**config.mk**
```make
export PLATFORM = sky130hd
export DESIGN_NAME = esb_page_decoder
export DESIGN_NICKNAME = d
export VERILOG_FILES = /design/src/rtl/esb_page_decoder.sv
export SDC_FILE = /design/constraint.sdc
export NUM_CORES = 1
export LEC_CHECK = 0
export BUFFER_PORTS_ARGS = -buffer_cell sky130_fd_sc_hd__buf_2
export CAP_MARGIN = 10
export CORE_ASPECT_RATIO = 0.8
export CORE_MARGIN = 5
export CORE_UTILIZATION = 37
export CTS_BUF_LIST = sky130_fd_sc_hd__clkbuf_8 sky130_fd_sc_hd__clkbuf_16
export CTS_CLUSTER_SIZE = 10
export DETAILED_ROUTE_END_ITERATION = 12
export MAX_ROUTING_LAYER = met4
export PLACE_DENSITY = 0.8
export SLEW_MARGIN = 10
export SYNTH_ARGS = -nofsm -noshare
export SYNTH_HDL_FRONTEND = slang
export SYNTH_SLANG_ARGS = --single-unit
```
**constraint.sdc**
```tcl
create_clock -name clk -period 2.2 [get_ports clk]
set_input_delay 0.22 -clock clk [delete_from_list [all_inputs] [get_ports clk]]
set_output_delay 0.22 -clock clk [all_outputs]
set_load 0.01 [all_outputs]
```
**src/rtl/esb_page_decoder.sv**
```systemverilog
module esb_page_decoder #(
  parameter int ADDR_W      = 24,
  parameter int PAGE_SHIFT  = 12,
  parameter int NUM_ENTRIES = 16,
  parameter int DATA_W      = 64,
  localparam int IDX_W      = (NUM_ENTRIES > 1) ? $clog2(NUM_ENTRIES) : 1
) (
  input  logic              clk,
  input  logic              rst_n,
  input  logic              bus_req,
  input  logic              bus_we,
  input  logic [ADDR_W-1:0] bus_addr,
  output logic              bus_ack,
  output logic              bus_err,
  output logic [DATA_W-1:0] bus_rdata,
  output logic [IDX_W-1:0]  pq_rd_idx,
  output logic              pq_rd_esc,
  input  logic [1:0]        pq_rd_val,
  output logic              pq_wr_en,
  output logic [IDX_W-1:0]  pq_wr_idx,
  output logic              pq_wr_esc,
  output logic [1:0]        pq_wr_val,
  output logic              notify_o,
  output logic [IDX_W-1:0]  notify_idx,
  output logic              notify_esc
);
  localparam int FULL_W = ADDR_W - PAGE_SHIFT - 1;
  localparam logic [31:0] NUM_U = NUM_ENTRIES;

  if (PAGE_SHIFT != 12 && PAGE_SHIFT != 16) begin : g_bad_shift
    $error("page shift must be 12 or 16");
  end
  if (NUM_ENTRIES < 1) begin : g_bad_count
    $error("entry count must be nonzero");
  end
  if (FULL_W < IDX_W || FULL_W > 32) begin : g_bad_addr
    $error("address width does not fit the entry count");
  end

  logic [FULL_W-1:0] full_idx;
  logic [11:0]       off;
  logic              esc, idx_ok;
  logic [IDX_W-1:0]  idx;

  assign full_idx = bus_addr[ADDR_W-1:PAGE_SHIFT+1];
  assign esc      = bus_addr[PAGE_SHIFT];
  assign off      = bus_addr[11:0];
  assign idx      = full_idx[IDX_W-1:0];
  assign idx_ok   = 32'(full_idx) < NUM_U;

  function automatic logic [2:0] trig_step(input logic [1:0] pq);
    case (pq)
      2'b00:   trig_step = {1'b1, 2'b10};
      2'b01:   trig_step = {1'b0, 2'b01};
      default: trig_step = {1'b0, 2'b11};
    endcase
  endfunction

  function automatic logic [2:0] eoi_step(input logic [1:0] pq);
    case (pq)
      2'b11:   eoi_step = {1'b1, 2'b10};
      2'b01:   eoi_step = {1'b0, 2'b01};
      default: eoi_step = {1'b0, 2'b00};
    endcase
  endfunction

  logic [1:0] new_pq, ret_pq;
  logic       fire, fault;

  always_comb begin
    new_pq = pq_rd_val;
    ret_pq = 2'b00;
    fire   = 1'b0;
    fault  = 1'b0;
    if (!idx_ok) begin
      fault = 1'b1;
    end else if (!bus_we) begin
      case (off[11:10])
        2'b00, 2'b01: begin
          {fire, new_pq} = eoi_step(pq_rd_val);
          ret_pq = {1'b0, fire};
        end
        2'b10:   ret_pq = pq_rd_val;
        default: begin
          new_pq = off[9:8];
          ret_pq = pq_rd_val;
        end
      endcase
    end else begin
      case (off[11:10])
        2'b00: {fire, new_pq} = trig_step(pq_rd_val);
        2'b01: {fire, new_pq} = eoi_step(pq_rd_val);
        2'b10: begin
          if (esc) fault = 1'b1;
          else     fire  = 1'b1;
        end
        default: fault = 1'b1;
      endcase
    end
  end

  assign pq_rd_idx = idx;
  assign pq_rd_esc = esc;
  assign pq_wr_idx = idx;
  assign pq_wr_esc = esc;
  assign pq_wr_val = new_pq;
  assign pq_wr_en  = bus_req && !fault && (new_pq != pq_rd_val);

  always_ff @(posedge clk) begin
    if (!rst_n) begin
      bus_ack    <= 1'b0;
      bus_err    <= 1'b0;
      bus_rdata  <= '0;
      notify_o   <= 1'b0;
      notify_idx <= '0;
      notify_esc <= 1'b0;
    end else begin
      bus_ack  <= bus_req;
      bus_err  <= bus_req && fault;
      notify_o <= bus_req && fire && !fault;
      if (bus_req) begin
        if (bus_we)     bus_rdata <= '0;
        else if (fault) bus_rdata <= '1;
        else            bus_rdata <= DATA_W'(ret_pq);
        notify_idx <= idx;
        notify_esc <= esc;
      end
    end
  end

  a_r2_ack_follows_req: assert property (@(posedge clk) disable iff (!rst_n)
    bus_req |=> bus_ack);
  a_r2_no_stray_ack: assert property (@(posedge clk) disable iff (!rst_n)
    !bus_req |=> !bus_ack);
  a_r10_wb_needs_req: assert property (@(posedge clk) disable iff (!rst_n)
    pq_wr_en |-> bus_req);
  a_r10_wb_changes: assert property (@(posedge clk) disable iff (!rst_n)
    pq_wr_en |-> (pq_wr_val != pq_rd_val));
  a_r9_err_no_notify: assert property (@(posedge clk) disable iff (!rst_n)
    (bus_ack && bus_err) |-> !notify_o);
  a_r9_err_load_ones: assert property (@(posedge clk) disable iff (!rst_n)
    (bus_ack && bus_err && !$past(bus_we)) |-> (&bus_rdata));
  a_r4_read_no_write: assert property (@(posedge clk) disable iff (!rst_n)
    (bus_req && !bus_we && bus_addr[11:10] == 2'b10) |-> !pq_wr_en);
  a_r2_notify_with_ack: assert property (@(posedge clk) disable iff (!rst_n)
    notify_o |-> bus_ack);
endmodule

```
==> results.yml <==
clock_network:
  cts_setup_buffers: 0
  clock_sinks: 11
  path_clk_slew_ps: 50
  cts_max_path_buffers: 2
  clock_latency_ps: 240
  ctsResizeCount: 0
  cts_tree: "yes"
  hold_buffers: 0
  cts_root_buffer: "clkbuf_8"
  htreeDepth: 1
  cts_buffers: 3
place:
  gp_congestion: 0.736
  hpwlAfterDp_um: 1900
  port_buffers: 106
  dp_slack_ps: 445
min_path:
  hp-class: "in2reg"
timing:
  hold_viol_final: 0
  fmax_ghz: 0.574
  fin_setup_tns_ps: 0
  setup_ws_ps: 456
  maxSlewHeadroom: 0.761
  maxSlewViolCount: 0
  fin_crit_sh: 0.793
  period_minus_slack_ps: 1740
  rsz0062_at_grt: "false"
  fin_worst_skew_ps: 0
  tightest_slew_ps: 359
  setup-violations-final: 0
routing:
  post-route-drc-count: 0
  routed_wl_um: 2270
  wl_per_cell_um: 10.4
  drtIter0Drc: 14
  route.vias.total: 902
  ant_nets: 0
  first_pass_iters: 3
  via_per_inst: 4.12
setup_path:
  cpPeakStageDelay_ps: 370
  crit_path_end_kind: "primary output"
  crit_arrival_ps: 1520
  cp_max_fo: 13
  required_ps: 1980
  slowest_stage: "a311o_1"
  crit_type: "in2out"
  start_kind: "input port"
  crit_path_frequent_cell: "buf_2"
  path_cells: "buf_2, or3_1, a311o_1, xnor2_1, a21oi_1, buf_2"
  reg2reg_setup_slack_ps: 1600
global_routing:
  grt_max_degree: 63
  grt_pass1_wl_um: 2970
  overflow: 0
  antenna_found_initial: 0
  grt_pass1_vias: 672
  grt_usage: 0.0903
floorplanning:
  num_rows: 18
  die_h_um: 60.8
  coreArea_um2: 3090
  die-area_um2: 4460
  io-pin-count: 115
  initial_utilization: 0.386
  die_w_um: 73.4
synth:
  avgSynthCellArea_um2: 8.27
  yosys.area.top_type: "buf_4"
  synth_common_cells: "buf_4 (72), dfxtp_1 (11), nor2b_1 (11)"
  synthFlopType: "dfxtp_1"
  synthArstFlopShare: 0
  syn_area_um2: 1190
  yosysWarnings: 0
  synth.distinct_cells: 32
  synth_area_leaders: "buf_4 (45%), dfxtp_1 (18%), mux2i_1 (6.7%)"
  syn_nets: 174
  ys_ff_latch: 11
  synth_top_cell_area_share: 0.454
  post-synth-top-count-cell: "buf_4"
  synth_edf_count: 0
  synth_cells: 144
  ys_seq_area_frac: 0.185
pwr:
  finalPower_uw: 631
  seqPwrFrac: 0.340
  pwr-share-comb: 0.345
  leakage_nw: 0.767
  p_sw_uw: 204
  internal_power_uw: 428
  p_sw_frac: 0.323
  ir_drop_uv: 260
  p_clk_frac: 0.314
  pwr_density_cell_nw_per_um2: 507
finish:
  nets: 210
  n_antenna_cell: 0
  areaGrowthSynthToFinish_pct: 4.52
  drive_above_1_share: 0.642
  fill_cells: 313
flow_run:
  cap_violations: 0
outcome:
  status: "finished, final reports clean"
-- cell usage in the layout, fill, tap and decap left out --
cell type / count
o31ai_1: 1
o21ai_1: 1
o21a_1: 1
a311o_1: 1
clkbuf_8: 3
nor3_1: 1
or3_1: 1
inv_1: 2
dfxtp_1: 11
mux2_2: 1
nand2b_1: 1
buf_2: 106
and2_1: 2
mux2i_1: 8
nand2_2: 1
xnor2_1: 2
buf_4: 1
o21ai_0: 2
nor4_2: 1
nor2_1: 4
a31oi_1: 1
or2b_1: 1
a21oi_1: 4
and3_1: 1
nand3_1: 1
nand2_1: 4
a32o_1: 1
o211ai_1: 1
nor3b_1: 1
nor2b_1: 11
or2_2: 1
o2111ai_2: 1
-- metal layers --
layer  vias to the layer above  track usage  part of all wire
li1                        466            -                 -
met3                         2       0.0381              0.20
met5                         -            -                 0
met2                        65        0.139              0.43
met4                         0       0.0310            0.0070
met1                       369        0.107              0.37
-- critical path, delay by kind of cell --
kind | cells | cell delay (ps)
buffers and inverters | 2 | 310
and+or+nand+nor | 1 | 360
AOI/OAI and AO/OA | 2 | 500
xor gates and xnor gates | 1 | 130
-- path summary, 6_finish.rpt --
| path | end | startpoint | cells past startpoint |
|---|---|---|---|
| max | pq_wr_en | bus_addr[11] | 6 |
| min | notify_idx[0] | bus_addr[13] | 3 |
| max reg2reg | notify_idx[1] | notify_idx[1] | 2 |
| min reg2reg | notify_idx[2] | notify_idx[2] | 2 |
-- final cells by class --
type / instances / area (µm²) / share of cell area
Clock buffer: 3 / 41.3 / 0.0332
Clock inverter: 1 / 3.75 / 0.00302
Inverter: 1 / 3.75 / 0.00302
Multi-Input combinational cell: 56 / 388 / 0.312
Sequential cell: 11 / 220 / 0.177
Tap cell: 40 / 50.0 / 0.0402
Timing Repair Buffer: 107 / 538 / 0.432
-- power groups by stage --
stage	Sequential (mW)	Clock (mW)	Combinational, mW
final	0.215	0.198	0.218
after global routing	0.216	0.222	0.241
after CTS	0.215	0.209	0.223
after detailed placement	0.219	0	0.223
after global placement	0.218	0	0.220
after floorplan	0.237	0	0.202
-- per-stage QoR --
| stage | hold slack [ps] | cells | utilization | instance area [µm²] |
|---|---|---|---|---|
| floorplan | 348 | 144 | - | 1190 |
| global placement | 495 | 215 | 0.389 | 1200 |
| detailed placement | 503 | 215 | 0.389 | 1200 |
| CTS | 259 | 219 | 0.403 | 1240 |
| global route | 296 | 219 | 0.403 | 1240 |
| finish | 267 | 219 | 0.403 | 1240 |
-- kinds of logic (layout without fill, tap and decap cells) --
group,after synthesis,in the layout,synth area share
multiplexers,9,9,0.0767
XOR/XNOR,2,2,0.0147
buffers and inverters,77,112,0.489
AO/OA/AOI/OAI,14,14,0.0830
flip-flops,11,11,0.185
AND/OR/NAND/NOR,31,31,0.151
-- registers in the layout, indices dropped and copies added, names as in the netlist --
| register | flops |
|---|---|
| bus_ack | 1 |
| bus_err | 1 |
| bus_rdata | 3 |
| notify_esc | 1 |
| notify_idx | 4 |
| notify_o | 1 |
Note: power is estimated with default switching activity, not from simulation.
